### config.mk
export PLATFORM = sky130hd
export DESIGN_NAME = fp16_narrow_rne
export DESIGN_NICKNAME = d
export VERILOG_FILES = /design/src/rtl/fp16_narrow_pkg.sv /design/src/rtl/fp16n_classify.sv /design/src/rtl/fp16n_norm_round.sv /design/src/rtl/fp16n_sub_round.sv /design/src/rtl/fp16_narrow_rne.sv
export SDC_FILE = /design/constraint.sdc
export NUM_CORES = 1
export LEC_CHECK = 0
export BUFFER_PORTS_ARGS = -buffer_cell sky130_fd_sc_hd__buf_2
export CORE_UTILIZATION = 35
export DETAILED_ROUTE_END_ITERATION = 8
export PLACE_DENSITY = 0.54
export SLEW_MARGIN = 40
export SYNTH_ARGS = -nofsm -noshare
export SYNTH_HDL_FRONTEND = slang
export SYNTH_SLANG_ARGS = --single-unit
### constraint.sdc
create_clock -name clk -period 24.2 [get_ports clk]
set_clock_uncertainty 0.1 [all_clocks]
set_input_delay 4.84 -clock clk [delete_from_list [all_inputs] [get_ports clk]]
set_output_delay 4.84 -clock clk [all_outputs]
set_load 0.02 [all_outputs]
### src/rtl/fp16_narrow_pkg.sv
package fp16_narrow_pkg;
  localparam int SRC_W     = 32;
  localparam int SRC_EXP_W = 8;
  localparam int SRC_MAN_W = 23;
  localparam int SRC_BIAS  = 127;
  localparam int DST_W     = 16;
  localparam int DST_EXP_W = 5;
  localparam int DST_MAN_W = 10;
  localparam int DST_BIAS  = 15;

  localparam int MAG_W   = SRC_W - 1;
  localparam int RES_W   = DST_W - 1;
  localparam int DROP_W  = SRC_MAN_W - DST_MAN_W;
  localparam int REBIAS  = SRC_BIAS - DST_BIAS;

  // Magnitude limits on the absolute bit pattern
  localparam logic [MAG_W-1:0] OVF_LIM =
    MAG_W'(((DST_BIAS + SRC_BIAS) << SRC_MAN_W) | ((1 << SRC_MAN_W) - 1));
  localparam logic [MAG_W-1:0] SUB_LIM =
    MAG_W'(((REBIAS + 1) << SRC_MAN_W) - 1);
  localparam logic [MAG_W-1:0] INF_MAG =
    MAG_W'(((1 << SRC_EXP_W) - 1) << SRC_MAN_W);

  // Half-precision special codes (magnitude part)
  localparam logic [RES_W-1:0] H_INF  = RES_W'(((1 << DST_EXP_W) - 1) << DST_MAN_W);
  localparam logic [RES_W-1:0] H_QNAN = H_INF | RES_W'(1 << (DST_MAN_W - 1));

  typedef enum logic [1:0] {
    RC_NORM = 2'd0,
    RC_SUB  = 2'd1,
    RC_INF  = 2'd2,
    RC_NAN  = 2'd3
  } rng_cls_t;
endpackage

### src/rtl/fp16n_classify.sv
module fp16n_classify
  import fp16_narrow_pkg::*;
(
  input  logic [MAG_W-1:0] mag,
  output rng_cls_t         cls
);
  always_comb begin
    if (mag > INF_MAG)       cls = RC_NAN;
    else if (mag > OVF_LIM)  cls = RC_INF;
    else if (mag <= SUB_LIM) cls = RC_SUB;
    else                     cls = RC_NORM;
  end
endmodule

### src/rtl/fp16n_norm_round.sv
module fp16n_norm_round
  import fp16_narrow_pkg::*;
(
  input  logic [MAG_W-1:0] mag,
  output logic [RES_W-1:0] res
);
  localparam int WORK_W = SRC_W;
  localparam logic [WORK_W-1:0] HALF_M1 = WORK_W'((1 << (DROP_W - 1)) - 1);
  localparam logic [WORK_W-1:0] EXP_ADJ = WORK_W'(REBIAS << DST_MAN_W);

  logic [WORK_W-1:0] sum;
  logic [WORK_W-1:0] kept;
  logic [WORK_W-1:0] rebiased;

  // Biased add: half-LSB minus one, plus kept LSB, gives ties-to-even
  always_comb begin
    sum      = {1'b0, mag} + HALF_M1 + WORK_W'(mag[DROP_W]);
    kept     = sum >> DROP_W;
    rebiased = kept - EXP_ADJ;
    res      = rebiased[RES_W-1:0];
  end
endmodule

### src/rtl/fp16n_sub_round.sv
module fp16n_sub_round
  import fp16_narrow_pkg::*;
(
  input  logic [MAG_W-1:0] mag,
  output logic [RES_W-1:0] res
);
  localparam int WORK_W = SRC_W;
  // Right shift that maps a significand onto units of the smallest half subnormal
  localparam int SH0    = SRC_BIAS + SRC_MAN_W + 1 - DST_BIAS - DST_MAN_W;
  localparam int SH_MAX = SRC_MAN_W + 2;
  localparam int SH_W   = $clog2(SH_MAX + 1);

  logic [SRC_EXP_W-1:0] ex;
  logic [WORK_W-1:0]    sig;
  logic [WORK_W-1:0]    bias;
  logic [WORK_W-1:0]    sum;
  logic [WORK_W-1:0]    shifted;
  logic [SH_W-1:0]      shc;
  int                   sh;

  always_comb begin
    ex  = mag[MAG_W-1 -: SRC_EXP_W];
    sig = {{(WORK_W-SRC_MAN_W-1){1'b0}}, (ex != '0), mag[SRC_MAN_W-1:0]};
    sh  = SH0 - ((ex == '0) ? 1 : int'(ex));
    if (sh > SH_MAX) sh = SH_MAX;
    shc     = SH_W'(sh);
    bias    = ((WORK_W'(1) << shc) >> 1) - WORK_W'(1) + WORK_W'(sig[shc]);
    sum     = sig + bias;
    shifted = sum >> shc;
    res     = shifted[RES_W-1:0];
  end
endmodule

### src/rtl/fp16_narrow_rne.sv
module fp16_narrow_rne
  import fp16_narrow_pkg::*;
(
  input  logic             clk,
  input  logic             rst,
  input  logic             in_vld,
  input  logic [SRC_W-1:0] in_bits,
  output logic             out_vld,
  output logic [DST_W-1:0] out_bits
);
  logic [MAG_W-1:0] mag;
  logic             sgn;
  rng_cls_t         cls;
  logic [RES_W-1:0] norm_res;
  logic [RES_W-1:0] sub_res;
  logic [RES_W-1:0] sel_res;

  assign mag = in_bits[MAG_W-1:0];
  assign sgn = in_bits[SRC_W-1];

  fp16n_classify   u_cls  (.mag(mag), .cls(cls));
  fp16n_norm_round u_norm (.mag(mag), .res(norm_res));
  fp16n_sub_round  u_sub  (.mag(mag), .res(sub_res));

  always_comb begin
    unique case (cls)
      RC_NAN:  sel_res = H_QNAN;
      RC_INF:  sel_res = H_INF;
      RC_SUB:  sel_res = sub_res;
      default: sel_res = norm_res;
    endcase
  end

  always_ff @(posedge clk) begin
    if (rst) begin
      out_vld  <= 1'b0;
      out_bits <= '0;
    end else begin
      out_vld <= in_vld;
      if (in_vld) out_bits <= {sgn, sel_res};
    end
  end
endmodule

==> flow_summary.yaml <==
status:
  status: "complete, no violations"
sta:
  relSlewSlack: 0.490
  fin_crit_ns: 12.27
  grt_setup_unrepaired: "no"
  fin_setup_tns_ns: 0
  finalMaxSlewViolations: 0
  finalCritPeriodShare: 0.507
  worstMarginPinSlew_ns: 0.765
  finalSetupViolCount: 0
  finalHoldViolations: 0
  finalWorstSetupSlack_ns: 11.93
  max_freq_mhz: 81.5
grt:
  grt_start_max_net_pins: 29
  grt_usage: 0.257
  grt_antenna_before_repair: 0
  grt_pass1_vias: 5831
  grt_pass1_wl_mm: 32.4
  grt.overflow.total: 0
yosys:
  synth_top_cell_by_area: "ha_1"
  ys_ff_latch: 17
  yosys.area_share.adder: 0.134
  synth_top_family_by_area: "compound AO/OA/AOI/OAI gates"
  syn-cell-area_mm2: 0.00536
  syn_area_per_cell_um2: 6.54
  synthDistinctLibCells: 85
  async_flop_share: 0
  yosysMostFrequentCell: "nand2_1"
  yosys.area_share.simple: 0.258
  synthMuxAreaShare: 0.0306
  yosys_most_used_dff: "dfxtp_1"
  synth_edf_count: 0
  synth_top_area_frac: 0.131
  yosys_warnings: 0
  synth_sequential_area_ratio: 0.0635
  synth_compound_area_frac: 0.351
  netlist_top_cells_count: "nand2_1, inv_1, nor2_1"
  syn_nets: 912
  synthTopCellsByArea: "ha_1, nand2_1, dfxtp_1"
  synth_xor_area_frac: 0.0635
  syn_inst: 820
finish:
  fin_area_mm2: 0.00578
  postLayoutCoreUtil: 0.392
  antenna_cells: 0
  num-nets-final: 928
  syn_to_final_growth_pct: 7.72
  drive_gt1_frac: 0.111
critical_path:
  cp_common_cell: "ha_1"
  startpoint_type: "input pin"
  worstSetupPathType: "input pin to flip-flop"
  cp_max_fo: 18
  path_cells: "buf_2 > or4_1 > nor3_1 > or2_0 > ha_1 > inv_1 > or3_1 > nand2_1 > nor2_1 > nand2_1 > ha_1 > inv_1 > ha_1 > o211ai_1 > o211ai_1 > nand4b_1 > a21oi_1 > nor2_1 > xnor2_1 > o22ai_1 > o31a_1 > a211o_1 > a22oi_1"
  slowest_delay_ns: 0.67
  crit_path_end: "out_bits[7]"
  worstSetupEndpointType: "flip-flop"
  reg2reg_from: "out_bits[12]"
  r2r_cells: 5
  crit_slowest_cell: "nor2_1"
  crit_start: "in_bits[25]"
  r2r_slack_ns: 22.95
  required_ns: 24.28
  r2r_end: "out_bits[12]"
  arrival_ns: 12.35
clock_network:
  cts_buffer_depth: 2
  clk_latency_ns: 0.25
  ctsHoldBuffers: 0
  cts_resized: 0
  cts_buffers: 3
  cts_tree: "yes"
  clk_pin_slew_worst_paths_ns: 0.05
  post_cts_buffers: 0
  clock-root-buffer: "clkbuf_16"
  clkSinkCount: 17
  h-tree-depth: 1
routing:
  firstDrtPassIters: 6
  drt_iter0_drc: 628
  ant_nets: 0
  wl_mm: 20.7
  vias: 6277
  routed_via_density: 6.16
  drc: 0
  wire_per_inst_um: 20.3
power:
  peakVddDrop_mv: 0.0290
  leakagePower_nw: 2.51
  power_density_mw_per_mm2: 46.6
  p_total_mw: 0.269
place:
  hpwl_mm: 16.8
  gp_congestion: 0.939
  pre_cts_ws_ns: 11.63
  place_area_mm2: 0.00569
  io_buffers: 51
floorplanning:
  die_y_um: 126
  die_w_um: 126
  coreArea_mm2: 0.0148
  initial_core_util: 0.363
  die_area_mm2: 0.0158
  boundaryPins: 52
  rows: 44
hold_path:
  hp-class: "flip-flop to flip-flop"
job:
  cap_violations: 0
==> registers in the layout (all words and copies together) (netlist names) <==
signal,flops
out_vld,1
out_bits,16
==> per-stage QoR <==
stage,cells,hold slack [ns]
6_report,1019,0.383
5_1_grt,1019,0.431
4_1_cts,1019,0.390
3_5_place_dp,1015,0.378
3_3_place_gp,1015,0.372
2_1_floorplan,820,0.456
==> cell type report <==
| type | instances | area, µm² |
|---|---|---|
| multi-input combinational | 669 | 4500 |
| timing repair buffer | 55 | 285 |
| tap | 184 | 230 |
| clock inverter | 1 | 5.00 |
| clock buffer | 3 | 75.1 |
| sequential | 17 | 340 |
| inverter | 90 | 338 |
| fill | 1649 | 8980 |
==> layout by cell type (no fill, tap or decap), drive strengths merged, types with 5 or more instances in the layout <==
cell type	netlist	final
nor3	23	23
o211ai	19	19
nand2b	10	10
and2	9	9
mux2i	13	13
o21a	6	6
a21o	7	7
a31oi	7	7
a211oi	26	26
ha	56	56
a211o	6	6
a21oi	55	55
or3	9	9
or2	5	5
and3	5	5
o22ai	5	5
nand3	30	30
a22o	5	5
buf	15	55
xnor2	23	23
inv	90	90
nand2	93	93
a22oi	6	6
o221ai	8	8
a2111oi	6	6
o31ai	7	7
nor4	6	6
o21ai	56	56
nor2	77	77
nand4	13	13
a221oi	7	7
dfxtp	17	17
xor2	15	15
==> worst min-delay path by stage <==
stage / cells after the start / endpoint / startpoint
after global placement: 2 / out_bits[15] / out_bits[15]
after CTS: 2 / out_bits[15] / out_bits[15]
after floorplan: 2 / out_bits[10] / out_bits[10]
after global routing: 2 / out_bits[13] / out_bits[13]
final: 2 / out_bits[15] / out_bits[15]
after detailed placement: 2 / out_bits[15] / out_bits[15]
==> critical path: cells and delay by family <==
family                     cells  cell delay [ns]
buffers and inverters          3             0.34
and+or+nand+nor                9             3.64
AOI/OAI and AO/OA              7             1.98
xor gates and xnor gates       1             0.54
adders and majority gates      3             0.99
==> cells by family (layout without fill, tap and decap cells) <==
group | Yosys count | after routing
AOI/OAI and AO/OA | 262 | 262
xor gates and xnor gates | 38 | 38
adders and majority gates | 57 | 57
buffers and inverters | 134 | 149
DFF | 17 | 17
muxes | 16 | 16
and+or+nand+nor | 296 | 296
==> report_power, final <==
group          leakage, nW  switching (mW)  internal (mW)  total [mW]
registers            0.140         0.00160         0.0307      0.0323
logic                 2.33           0.134         0.0696       0.203
clock network       0.0409          0.0117         0.0221      0.0339
==> metal layers <==
| layer | track usage | part of all wire |
|---|---|---|
| met1 | 0.364 | 0.47 |
| met2 | 0.400 | 0.42 |
| met3 | 0.0285 | 0.073 |
| met4 | 0.0921 | 0.036 |
| met5 | 0 | 0 |
No activity file was read; power rests on OpenSTA's default activity.
